==> config.mk <==
export PLATFORM = sky130hd
export DESIGN_NAME = serialMemSlave
export DESIGN_NICKNAME = d
export VERILOG_FILES = /design/src/rtl/serialMemPkg.sv /design/src/rtl/serialMemBusSense.sv /design/src/rtl/serialMemCtrl.sv /design/src/rtl/serialMemDatapath.sv /design/src/rtl/serialMemSlave.sv
export SDC_FILE = /design/constraint.sdc
export NUM_CORES = 1
export LEC_CHECK = 0
export ABC_AREA = 1
export CELL_PAD_IN_SITES_DETAIL_PLACEMENT = 0
export CELL_PAD_IN_SITES_GLOBAL_PLACEMENT = 1
export CORE_ASPECT_RATIO = 0.8
export CORE_MARGIN = 2
export CORE_UTILIZATION = 52
export DETAILED_ROUTE_END_ITERATION = 8
export PLACE_DENSITY_LB_ADDON = 0.12
export SLEW_MARGIN = 20
export SYNTH_ARGS = -nofsm -noshare
export SYNTH_HDL_FRONTEND = slang
export SYNTH_SLANG_ARGS = --single-unit
==> constraint.sdc <==
create_clock -name clk -period 9.2 [get_ports clk]
set_clock_uncertainty 0.2 [all_clocks]
set_input_delay 1.38 -clock clk [delete_from_list [all_inputs] [get_ports clk]]
set_output_delay 1.38 -clock clk [all_outputs]
set_load 0.02 [all_outputs]
==> src/rtl/serialMemPkg.sv <==
package serialMemPkg;

  typedef enum logic [2:0] {
    ST_IDLE,
    ST_CTRL,
    ST_ADDR,
    ST_WDATA,
    ST_RDATA,
    ST_IGNORE
  } busState_t;

  // Strobes from control to datapath, each valid for one system clock.
  typedef struct packed {
    logic shiftIn;    // sample one received bit
    logic shiftTx;    // advance the transmit byte by one bit
    logic loadTx;     // fetch the byte at the current address and step it
    logic setAddr;    // word address byte accepted
    logic pushData;   // write data byte accepted
    logic beginProg;  // Stop ended a write
  } memStrobes_t;

endpackage

==> src/rtl/serialMemBusSense.sv <==
module serialMemBusSense #(
  parameter int SYNC_STAGES = 2
) (
  input  logic clk,
  input  logic rstN,
  input  logic sclIn,
  input  logic sdaIn,
  output logic sclHigh,
  output logic sdaBit,
  output logic sclRise,
  output logic sclFall,
  output logic startDet,
  output logic stopDet
);

  logic [SYNC_STAGES-1:0] sclPipe, sdaPipe;
  logic sclPrev, sdaPrev;

  // Reset to the idle-bus level so no edge appears when reset is released.
  always_ff @(posedge clk or negedge rstN) begin
    if (!rstN) begin
      sclPipe <= '1;
      sdaPipe <= '1;
      sclPrev <= 1'b1;
      sdaPrev <= 1'b1;
    end else begin
      sclPipe <= {sclPipe[SYNC_STAGES-2:0], sclIn};
      sdaPipe <= {sdaPipe[SYNC_STAGES-2:0], sdaIn};
      sclPrev <= sclPipe[SYNC_STAGES-1];
      sdaPrev <= sdaPipe[SYNC_STAGES-1];
    end
  end

  assign sclHigh  = sclPipe[SYNC_STAGES-1];
  assign sdaBit   = sdaPipe[SYNC_STAGES-1];
  assign sclRise  = sclHigh & ~sclPrev;
  assign sclFall  = ~sclHigh & sclPrev;
  assign startDet = sclHigh & sclPrev & sdaPrev & ~sdaBit;
  assign stopDet  = sclHigh & sclPrev & ~sdaPrev & sdaBit;

endmodule

==> src/rtl/serialMemCtrl.sv <==
module serialMemCtrl
  import serialMemPkg::*;
#(
  parameter logic [3:0] DEV_PREFIX = 4'b1010
) (
  input  logic        clk,
  input  logic        rstN,
  input  logic        sclHigh,
  input  logic        sclRise,
  input  logic        sclFall,
  input  logic        startDet,
  input  logic        stopDet,
  input  logic        sdaBit,
  input  logic [3:0]  rxPrefix,
  input  logic        rxLsb,
  input  logic        txBit,
  input  logic        busy,
  output memStrobes_t stb,
  output logic        pullLow
);

  // Pulse count in the current nine-pulse frame:
  // 1..8 after data rises, 9 after the acknowledge rise.
  localparam logic [3:0] BYTE_DONE = 4'd8;
  localparam logic [3:0] ACK_SLOT  = 4'd9;

  busState_t  state;
  logic [3:0] bitCnt;
  logic       isRead, ackDrive, txDrive;
  logic       receiving, accept;

  assign receiving = (state == ST_CTRL) || (state == ST_ADDR) || (state == ST_WDATA);
  assign accept    = !busy && ((state != ST_CTRL) || (rxPrefix == DEV_PREFIX));

  always_comb begin
    stb           = '0;
    stb.shiftIn   = receiving && sclRise && (bitCnt < BYTE_DONE);
    stb.setAddr   = (state == ST_ADDR)  && sclFall && (bitCnt == BYTE_DONE) && !busy;
    stb.pushData  = (state == ST_WDATA) && sclFall && (bitCnt == BYTE_DONE) && !busy;
    stb.loadTx    = sclFall && (bitCnt == ACK_SLOT) &&
                    (((state == ST_CTRL) && isRead) || (state == ST_RDATA));
    stb.shiftTx   = (state == ST_RDATA) && sclFall && (bitCnt != 4'd0) && (bitCnt < BYTE_DONE);
    stb.beginProg = stopDet && (state == ST_WDATA);
  end

  always_ff @(posedge clk or negedge rstN) begin
    if (!rstN) begin
      state    <= ST_IDLE;
      bitCnt   <= '0;
      isRead   <= 1'b0;
      ackDrive <= 1'b0;
      txDrive  <= 1'b0;
    end else if (startDet) begin
      state    <= ST_CTRL;
      bitCnt   <= '0;
      ackDrive <= 1'b0;
      txDrive  <= 1'b0;
    end else if (stopDet) begin
      state    <= ST_IDLE;
      bitCnt   <= '0;
      ackDrive <= 1'b0;
      txDrive  <= 1'b0;
    end else if ((state != ST_IDLE) && (state != ST_IGNORE)) begin
      if (sclRise) begin
        if ((state == ST_RDATA) && (bitCnt == BYTE_DONE) && sdaBit) begin
          state  <= ST_IGNORE;
          bitCnt <= '0;
        end else if (bitCnt < ACK_SLOT) begin
          bitCnt <= bitCnt + 4'd1;
        end
      end else if (sclFall) begin
        if (bitCnt == BYTE_DONE) begin
          if (state == ST_RDATA) begin
            txDrive <= 1'b0;
          end else if (accept) begin
            ackDrive <= 1'b1;
            if (state == ST_CTRL) isRead <= rxLsb;
          end else begin
            state  <= ST_IGNORE;
            bitCnt <= '0;
          end
        end else if (bitCnt == ACK_SLOT) begin
          bitCnt   <= '0;
          ackDrive <= 1'b0;
          unique case (state)
            ST_CTRL: begin
              state   <= isRead ? ST_RDATA : ST_ADDR;
              txDrive <= isRead;
            end
            ST_ADDR:  state   <= ST_WDATA;
            ST_RDATA: txDrive <= 1'b1;
            default:  ;
          endcase
        end
      end
    end
  end

  assign pullLow = ackDrive | (txDrive & ~txBit);

  // idle or ignoring, the slave never pulls the line.
  p_quiet_idle_r1: assert property (@(posedge clk) disable iff (!rstN)
    ((state == ST_IDLE) || (state == ST_IGNORE)) |-> !pullLow);

  // acknowledge held low across the whole ninth high phase of a write byte.
  p_ack_hold_r3: assert property (@(posedge clk) disable iff (!rstN)
    (receiving && (bitCnt == ACK_SLOT) && sclHigh) |-> pullLow);

  // drive changes only follow a low clock (Start/Stop release excepted).
  p_drive_scl_low_r4: assert property (@(posedge clk) disable iff (!rstN)
    ($past(sclHigh) && !$past(startDet) && !$past(stopDet)) |-> $stable(pullLow));

  // a master NACK ends the read and leaves SDA released.
  p_nack_release_r6: assert property (@(posedge clk) disable iff (!rstN)
    ((state == ST_RDATA) && sclRise && (bitCnt == BYTE_DONE) && sdaBit)
      |=> ((state == ST_IGNORE) && !pullLow));

  // no acknowledge is ever driven during programming.
  p_silent_busy_r10: assert property (@(posedge clk) disable iff (!rstN)
    busy |-> !ackDrive);

endmodule

==> src/rtl/serialMemDatapath.sv <==
module serialMemDatapath
  import serialMemPkg::*;
#(
  parameter int MEM_DEPTH   = 128,
  parameter int PAGE_SLOTS  = 16,
  parameter int PROG_CYCLES = 1000
) (
  input  logic        clk,
  input  logic        rstN,
  input  memStrobes_t stb,
  input  logic        sdaBit,
  output logic [3:0]  rxPrefix,
  output logic        rxLsb,
  output logic        txBit,
  output logic        busy
);

  localparam int ADDR_W = $clog2(MEM_DEPTH);
  localparam int PTR_W  = $clog2(PAGE_SLOTS);
  localparam int CNT_W  = $clog2(PAGE_SLOTS + 1);
  localparam int PCNT_W = $clog2(PROG_CYCLES + 1);

  logic [7:0]        rxShift, txShift;
  logic [ADDR_W-1:0] curAddr;
  logic [7:0]        slotData [PAGE_SLOTS];
  logic [7:0]        mem      [MEM_DEPTH];
  logic [PTR_W-1:0]  wrPtr;
  logic [CNT_W-1:0]  fillCnt, commitIdx;
  logic [PCNT_W-1:0] progCnt;
  logic              busyQ, commitWe;
  logic [ADDR_W-1:0] commitAddr;
  logic [PTR_W-1:0]  commitSlot;

  // Kept bytes are the fillCnt most recent ones; the address pointer already
  // stands one past the newest, so the oldest kept byte sits fillCnt below it.
  assign commitWe   = busyQ && (commitIdx < fillCnt);
  assign commitAddr = curAddr - ADDR_W'(fillCnt) + ADDR_W'(commitIdx);
  assign commitSlot = wrPtr - PTR_W'(fillCnt) + PTR_W'(commitIdx);

  always_ff @(posedge clk or negedge rstN) begin
    if (!rstN) begin
      rxShift   <= '0;
      txShift   <= '0;
      curAddr   <= '0;
      wrPtr     <= '0;
      fillCnt   <= '0;
      commitIdx <= '0;
      progCnt   <= '0;
      busyQ     <= 1'b0;
    end else begin
      if (stb.shiftIn) rxShift <= {rxShift[6:0], sdaBit};

      if (stb.loadTx) begin
        txShift <= mem[curAddr];
        curAddr <= curAddr + 1'b1;
      end else if (stb.shiftTx) begin
        txShift <= {txShift[6:0], 1'b0};
      end

      if (stb.setAddr) begin
        curAddr <= rxShift[ADDR_W-1:0];
        wrPtr   <= '0;
        fillCnt <= '0;
      end else if (stb.pushData) begin
        curAddr <= curAddr + 1'b1;
        wrPtr   <= wrPtr + 1'b1;
        if (fillCnt < CNT_W'(PAGE_SLOTS)) fillCnt <= fillCnt + 1'b1;
      end

      if (stb.beginProg && (fillCnt != '0)) begin
        busyQ     <= 1'b1;
        progCnt   <= '0;
        commitIdx <= '0;
      end else if (busyQ) begin
        if (commitWe) commitIdx <= commitIdx + 1'b1;
        if (progCnt == PCNT_W'(PROG_CYCLES - 1)) begin
          busyQ   <= 1'b0;
          fillCnt <= '0;
        end else begin
          progCnt <= progCnt + 1'b1;
        end
      end
    end
  end

  always_ff @(posedge clk) begin
    if (stb.pushData) slotData[wrPtr] <= rxShift;
  end

  always_ff @(posedge clk) begin
    if (commitWe) mem[commitAddr] <= slotData[commitSlot];
  end

  assign rxPrefix = rxShift[7:4];
  assign rxLsb    = rxShift[0];
  assign txBit    = txShift[7];
  assign busy     = busyQ;

  // the buffer never claims more bytes than it has slots.
  p_no_overflow_r7: assert property (@(posedge clk) disable iff (!rstN)
    fillCnt <= CNT_W'(PAGE_SLOTS));

  // a Stop closing a write with data starts programming on the next cycle.
  p_busy_after_stop_r9: assert property (@(posedge clk) disable iff (!rstN)
    (stb.beginProg && (fillCnt != '0)) |=> busy);

  // no write byte is taken while the store is being programmed.
  p_no_write_busy_r10: assert property (@(posedge clk) disable iff (!rstN)
    busyQ |-> !(stb.pushData || stb.setAddr));

endmodule

==> src/rtl/serialMemSlave.sv <==
module serialMemSlave
  import serialMemPkg::*;
#(
  parameter logic [3:0] DEV_PREFIX  = 4'b1010,
  parameter int         MEM_DEPTH   = 128,
  parameter int         PAGE_SLOTS  = 16,
  parameter int         PROG_CYCLES = 1000,
  parameter int         SYNC_STAGES = 2
) (
  input  logic clk,
  input  logic rstN,
  input  logic sclIn,
  input  logic sdaIn,
  output logic sdaPullLow,
  output logic busy
);

  logic        sclHigh, sdaBit, sclRise, sclFall, startDet, stopDet;
  logic [3:0]  rxPrefix;
  logic        rxLsb, txBit;
  memStrobes_t stb;

  serialMemBusSense #(.SYNC_STAGES(SYNC_STAGES)) uSense (
    .clk      (clk),
    .rstN     (rstN),
    .sclIn    (sclIn),
    .sdaIn    (sdaIn),
    .sclHigh  (sclHigh),
    .sdaBit   (sdaBit),
    .sclRise  (sclRise),
    .sclFall  (sclFall),
    .startDet (startDet),
    .stopDet  (stopDet)
  );

  serialMemCtrl #(.DEV_PREFIX(DEV_PREFIX)) uCtrl (
    .clk      (clk),
    .rstN     (rstN),
    .sclHigh  (sclHigh),
    .sclRise  (sclRise),
    .sclFall  (sclFall),
    .startDet (startDet),
    .stopDet  (stopDet),
    .sdaBit   (sdaBit),
    .rxPrefix (rxPrefix),
    .rxLsb    (rxLsb),
    .txBit    (txBit),
    .busy     (busy),
    .stb      (stb),
    .pullLow  (sdaPullLow)
  );

  serialMemDatapath #(
    .MEM_DEPTH   (MEM_DEPTH),
    .PAGE_SLOTS  (PAGE_SLOTS),
    .PROG_CYCLES (PROG_CYCLES)
  ) uData (
    .clk      (clk),
    .rstN     (rstN),
    .stb      (stb),
    .sdaBit   (sdaBit),
    .rxPrefix (rxPrefix),
    .rxLsb    (rxLsb),
    .txBit    (txBit),
    .busy     (busy)
  );

endmodule

==> run_results.csv, run 1 <==
group,metric,value,unit
worst_setup_path,cp-end-kind,"flop",
worst_setup_path,critPathLaunch,"uData.curAddr[2]",
drt,dr_total_vias,33520,
synth,yosys_register_bits,1216,
worst_hold_path,hp-class,"reg -> reg",
finish,final_nets,4514,
floorplanning,rows,102,
cts,post_cts_resized,0,
global_routing,use_met2,39.78,%
timing,setup-tns-final,0,ns
cts,cts_buffers,120,
worst_setup_path,critPathLaunchType,"flop",
timing,finalHoldViolations,0,
cts,cts_hold_buf,0,
timing,worst_slew_pin_slew,1.143,ns
worst_setup_path,rr_startpoint,"uData.curAddr[2]",
worst_setup_path,worstPathArrival,5.85,ns
cts,cts-root-buf,"clkbuf_16",
floorplanning,die_h,284.8,um
synth,synthFlopType,"edfxtp_1",
synth,netlist_instances,4543,
place,gp_congestion,0.8374,
cts,clk_latency,0.70,ns
worst_setup_path,crit_type,"reg -> reg",
synth,synth_edf_count,1152,
drt,drt.antenna.violating_nets,0,
synth,syn_nets,4585,
cts,clkSlewWorstSetupHoldPaths,0.07,ns
drt,drt_iter0_drc,3906,
timing,finalCriticalPeriod,5.730,ns
finish,areaGrowthSynthToFinish,9.665,%
global_routing,grt_usage,27.18,%
drt,wl_per_cell,23.46,um
finish,seq_area,36210,um^2
timing,relSlewSlack,23.54,%
cts,cts_max_level,3,
synth,synth.cell_area,51260,um^2
finish,layout-drive-gt1-share,5.970,%
drt,wl,137800,um
synth,synth.largest_area_cell,"edfxtp_1",
place,portBuffers,5,
drt,drcViolationCount,0,
cts,clock_sinks,1216,
global_routing,antenna_found_initial,4,
finish,diodes,0,
finish,final_common_cell,"edfxtp_1",
global_routing,grt_start_max_net_pins,199,
floorplanning,core,97250,um^2
floorplanning,io_pins,6,
pwr,peakVddDrop,0.1868,mV
run,cap_violations,0,
cts,cts_tree,"done",
cts,cts_max_path_buffers,3,
timing,rsz0062_at_grt,"no",
drt,drt_first_pass_iters,6,
finish,multiInputGateArea,13090,um^2
finish,final_util,57.81,%
global_routing,busiest_layer,"met1",
pwr,leakage,0.01999,uW
timing,slew_viol_final,0,
drt,via_per_inst,5.708,
synth,ys_warn_count,0,
global_routing,grt_pass1_wl,204700,um
floorplanning,die_x,355.0,um
timing,max_freq,174.5,MHz
finish,fillCellCount,8207,
synth,netlist.area_leader.share,67.48,%
timing,setup_viol,0,
synth,syn-mean-instance-area,11.28,um^2
worst_setup_path,worstPathRequired,9.32,ns
cts,cts_setup_buffers,0,
finish,layout_common_cells,"edfxtp_1 (1152), nor2_1 (932), nand2_1 (848)",
synth,synth_cell_types,46,
worst_hold_path,worst_hold_startpoint,"uSense.sclPipe[0]",
status,status,"finished, final reports clean",
pwr,power.density,199.2,nW/um^2
synth,seq_area_frac_synth,70.62,%
global_routing,grt_pass1_vias,31950,
global_routing,grtUsageMet1,41.31,%
floorplanning,die-area,101100,um^2
synth,synth_area_leaders,"edfxtp_1 (67%), nor2_1 (6.8%), nand2_1 (6.2%), o21ai_0 (4.2%), nand3_1 (2.9%)",
global_routing,overflow,0,
floorplanning,initial_core_util,52.71,%
global_routing,use_met3,5.702,%
worst_setup_path,cp_max_fo,66,
timing,finalCritPeriodShare,62.29,%
synth,async_reset_ff_share,5.263,%
place,dp_hpwl,77750,um
[layout make-up]
class	instances	area share (%)
multi-input cells	2857	23.28
inverters	221	1.498
flip-flops and latches	1216	64.41
well taps	1300	2.893
clock buffers	145	5.622
clock inverters	78	1.402
repair buffers	56	0.8947
[per-layer routing]
layer  wire length, um  up-vias
met3             12630      197
met4              3647        0
li1                  -    15580
met1             61570    16310
met2             59910     1441
met5                 0        -
[flip-flops by register name, indices dropped and copies added, names as in the netlist, 2 cells and up]
register	flops
uData.slotData	128
uData.txShift	8
uData.mem	1024
uData.progCnt	10
uData.wrPtr	4
uCtrl.bitCnt	4
uSense.sclPipe	2
uData.fillCnt	5
uData.curAddr	7
uSense.sdaPipe	2
uData.commitIdx	5
uCtrl.state	3
uData.rxShift	8
[where the power goes]
part | total, uW | switching (uW) | internal [uW] | leakage, uW
clock network | 4910 | 2070 | 2830 | 0.00192
logic | 123 | 83.9 | 39.5 | 0.00687
registers | 6170 | 95.0 | 6070 | 0.0112
total | 11200 | 2250 | 8950 | 0.0200
[stage by stage]
step	hold slack (ns)	cells	total power, uW	instance area, um^2	setup WS (ns)
finish	0.1535	5873	11200	56220	3.470
CTS	0.1529	5873	11270	56220	3.490
detailed placement	0.1475	5650	6407	52270	3.498
global route	0.1573	5873	11520	56220	3.114
floorplan	0.1452	4543	6325	51260	1.671
global placement	0.1461	5650	6405	52270	3.512
[logic make-up (layout without fill, tap and decap cells)]
| group | Yosys count | after routing | synth area share (%) |
|---|---|---|---|
| multiplexers | 10 | 10 | 0.2172 |
| AND/OR/NAND/NOR | 2128 | 2128 | 16.53 |
| adder cells (fa/ha/maj) | 38 | 38 | 1.045 |
| buffers and inverters | 470 | 500 | 4.144 |
| flip-flops | 1216 | 1216 | 70.62 |
| XOR/XNOR | 15 | 15 | 0.2563 |
| AO/OA/AOI/OAI | 666 | 666 | 7.185 |
[synth_stat cells (30+ instances only)]
library cell  number
ha_1              30
o32ai_1           32
buf_2            111
inv_1            214
nor2_1           934
o211ai_1          62
a21oi_1           70
nand2_1          848
edfxtp_1        1152
clkbuf_1          92
dfrtp_1           58
nand3_1          293
o21ai_1           35
o21ai_0          427
[worst max-delay path: stages (launching register included)]
cell and delay (ns):
dfrtp_2 0.68, inv_2 0.11, buf_4 0.74, fa_1 0.56, inv_1 0.07, ha_1 0.27
a21oi_1 0.14, nand2_1 0.09, a21oi_1 0.14, nor2_1 0.06, nor2_1 0.11, xnor2_1 0.18
inv_1 0.09, nor2_1 0.69, nand2_1 0.52, nor2_1 0.69
[final timing paths]
kind,endpoint,slack [ns],cells past startpoint
setup / recovery,uData.mem[61][1],3.47,15
hold / removal,uSense.sclPipe[1],0.15,0
setup reg to reg,uData.mem[61][1],3.47,15
hold reg to reg,uSense.sclPipe[1],0.15,0
max in group asynchronous,uData.curAddr[1],7.38,2
min in group asynchronous,uCtrl.txDrive,0.69,2
Power figures use the tool's default switching activity.
==> run 2, diff against run 1 <==
clock period = 5.3 ns   (was 9.2 ns; I/O delays follow)
==> run 2 against run 1 <==
Effect of this change:
- sequential share of layout area fell by 0.59 points
- clock-buffer cell count rose by 18
- combinational power rose by 79%
- clock power rose by 63%
- sequential cell count did not move
- critical path depth fell by 1
- total power rose by 69%
- wire length fell by 4.0%
- die area did not move
- non-clock buffer count rose by 73
- core utilization rose by 0.54 points
- critical path type unchanged
- largest cell class unchanged
- largest power group unchanged
- highest routed layer is now met5
==> run_results.csv, run 2 (synthesized netlist as in run 1, its figures left out) <==
group,metric,value,unit
status,status,"finished, final reports clean",
pwr,power.density,334.0,nW/um^2
worst_setup_path,r2r_cells,14,
timing,timing.hold.ws,0.1636,ns
cts,cts_setup_buffers,0,
place,portBuffers,5,
timing,finalCriticalPeriod,4.891,ns
floorplanning,die-area,101100,um^2
place,gp_congestion,0.8663,
worst_setup_path,critPathSlowestCell,"nor2_1",
pwr,peakVddDrop,0.2662,mV
drt,dr_total_vias,33290,
timing,setup-tns-final,0,ns
global_routing,grt_usage,26.08,%
floorplanning,io_pins,6,
drt,drt.antenna.violating_nets,0,
cts,cts-root-buf,"clkbuf_16",
worst_setup_path,r2r_end,"uData.mem[120][1]",
finish,final_nets,4584,
global_routing,grt_start_max_net_pins,200,
floorplanning,die_h,284.8,um
cts,post_cts_resized,0,
worst_setup_path,max_stage_delay,0.71,ns
timing,rsz0062_at_grt,"no",
timing,relSlewSlack,30.17,%
worst_setup_path,cp-end-kind,"flop",
finish,largest_reg_flops,1024,
cts,clk_latency,0.71,ns
cts,cts_max_level,3,
global_routing,grt_pass1_wl,197200,um
timing,slew_viol_final,0,
worst_setup_path,critPathLaunch,"uData.curAddr[1]",
finish,seq_area,36210,um^2
drt,via_per_inst,5.606,
global_routing,grt_pass1_vias,31090,
worst_setup_path,r2r_slack,0.41,ns
place,dp_hpwl,78840,um
global_routing,antenna_found_initial,5,
timing,worst_slew_pin_slew,1.047,ns
drt,drt_first_pass_iters,5,
floorplanning,initial_core_util,52.71,%
cts,clock_sinks,1216,
worst_setup_path,critPathLaunchType,"flop",
finish,layout-drive-gt1-share,7.094,%
worst_setup_path,rr_startpoint,"uData.curAddr[1]",
cts,cts_hold_buf,1,
worst_setup_path,crit_type,"reg -> reg",
finish,instances_no_fill,5938,
cts,cts_tree,"done",
finish,fillCellCount,8067,
worst_setup_path,crit_path_cell_trace,"inv_6 -> fa_1 -> inv_1 -> fa_1 -> nand3_1 -> nand2_1 -> nand2_1 -> nand2_1 -> a21oi_1 -> xor2_1 -> inv_1 -> nor2_1 -> nand2_1 -> nor2_1",
cts,cts_buffers,117,
finish,reg_top3,"uData.mem: 1024 flops, uData.slotData: 128 flops, uData.progCnt: 10 flops",
run,cap_violations,0,
pwr,leakage,0.02032,uW
worst_setup_path,crit_end,"uData.mem[120][1]",
timing,max_freq,204.5,MHz
worst_setup_path,worstPathRequired,5.42,ns
finish,final_common_cell,"edfxtp_1",
worst_setup_path,cp_max_fo,42,
cts,cts_max_path_buffers,3,
floorplanning,die_x,355.0,um
timing,finalCritPeriodShare,92.28,%
floorplanning,core,97250,um^2
finish,layout_common_cells,"edfxtp_1 (1152), nor2_1 (933), nand2_1 (848)",
timing,finalHoldViolations,0,
floorplanning,rows,102,
finish,multiInputGateArea,13090,um^2
worst_hold_path,hp-class,"reg -> reg",
place,dp.cells,5722,
worst_setup_path,cpMostUsedCell,"nand2_1",
drt,wl_per_cell,22.28,um
finish,regMostFlops,"uData.mem",
cts,clkSlewWorstSetupHoldPaths,0.06,ns
drt,drt_iter0_drc,3621,
global_routing,overflow,0,
drt,drcViolationCount,0,
finish,diodes,0,
finish,areaGrowthSynthToFinish,10.69,%
timing,setup_viol,0,
drt,wl,132300,um
worst_setup_path,worstPathArrival,5.01,ns
run 2: final cells by class:
class,count,share of cell area [%]
sequential,1216,63.82
multi-input combinational,2857,23.06
clock buffer,163,5.757
tap,1300,2.867
timing repair buffer,129,2.320
inverter,221,1.484
clock inverter,52,0.6946
run 2: how the worst min path moves through the flow:
stage / slack (ns) / from / cells after the start / to
2_1_floorplan: 0.15 / uSense.sclPipe[0] / 0 / uSense.sclPipe[1]
3_3_place_gp: 0.15 / uSense.sdaPipe[0] / 0 / uSense.sdaPipe[1]
3_5_place_dp: 0.15 / uSense.sdaPipe[0] / 0 / uSense.sdaPipe[1]
4_1_cts: 0.16 / uSense.sclPipe[0] / 0 / uSense.sclPipe[1]
5_1_grt: 0.17 / uSense.sclPipe[0] / 0 / uSense.sclPipe[1]
6_report: 0.16 / uSense.sclPipe[0] / 0 / uSense.sclPipe[1]
run 2: power by group:
group / total, uW / internal (uW) / switching [uW] / leakage [uW]
sequential: 10700 / 10500 / 177 / 0.0112
clock: 8010 / 4520 / 3490 / 0.00178
combinational: 220 / 69.3 / 150 / 0.00734
total: 19000 / 15100 / 3820 / 0.0203
run 2: per-layer routing:
layer / wire, um / vias to the layer above / global-route usage [%]
met5: 51 / - / 0
met4: 3582 / 8 / 7.426
met3: 10250 / 205 / 5.370
met2: 57300 / 1149 / 37.78
met1: 61090 / 16220 / 39.96
li1: - / 15700 / -
run 2: through the flow:
stage	utilization (%)	setup slack [ns]	total power [uW]	cell area (um^2)
2_1_floorplan	-	0.8413	10980	51380
3_3_place_gp	54.57	0.3742	11140	53070
3_5_place_dp	54.57	0.4223	11140	53070
4_1_cts	58.34	0.3836	19060	56740
5_1_grt	58.35	0.1208	19470	56740
6_report	58.35	0.4094	18950	56740
run 2: worst max-delay path, delay by kind of cell (launching register included):
kind / cells / cell delay (ns)
XOR/XNOR: 1 / 0.24
AO/OA/AOI/OAI: 1 / 0.17
AND/OR/NAND/NOR: 7 / 2.09
adder cells (fa/ha/maj): 2 / 0.93
buffers and inverters: 3 / 0.34
flip-flops: 1 / 0.55
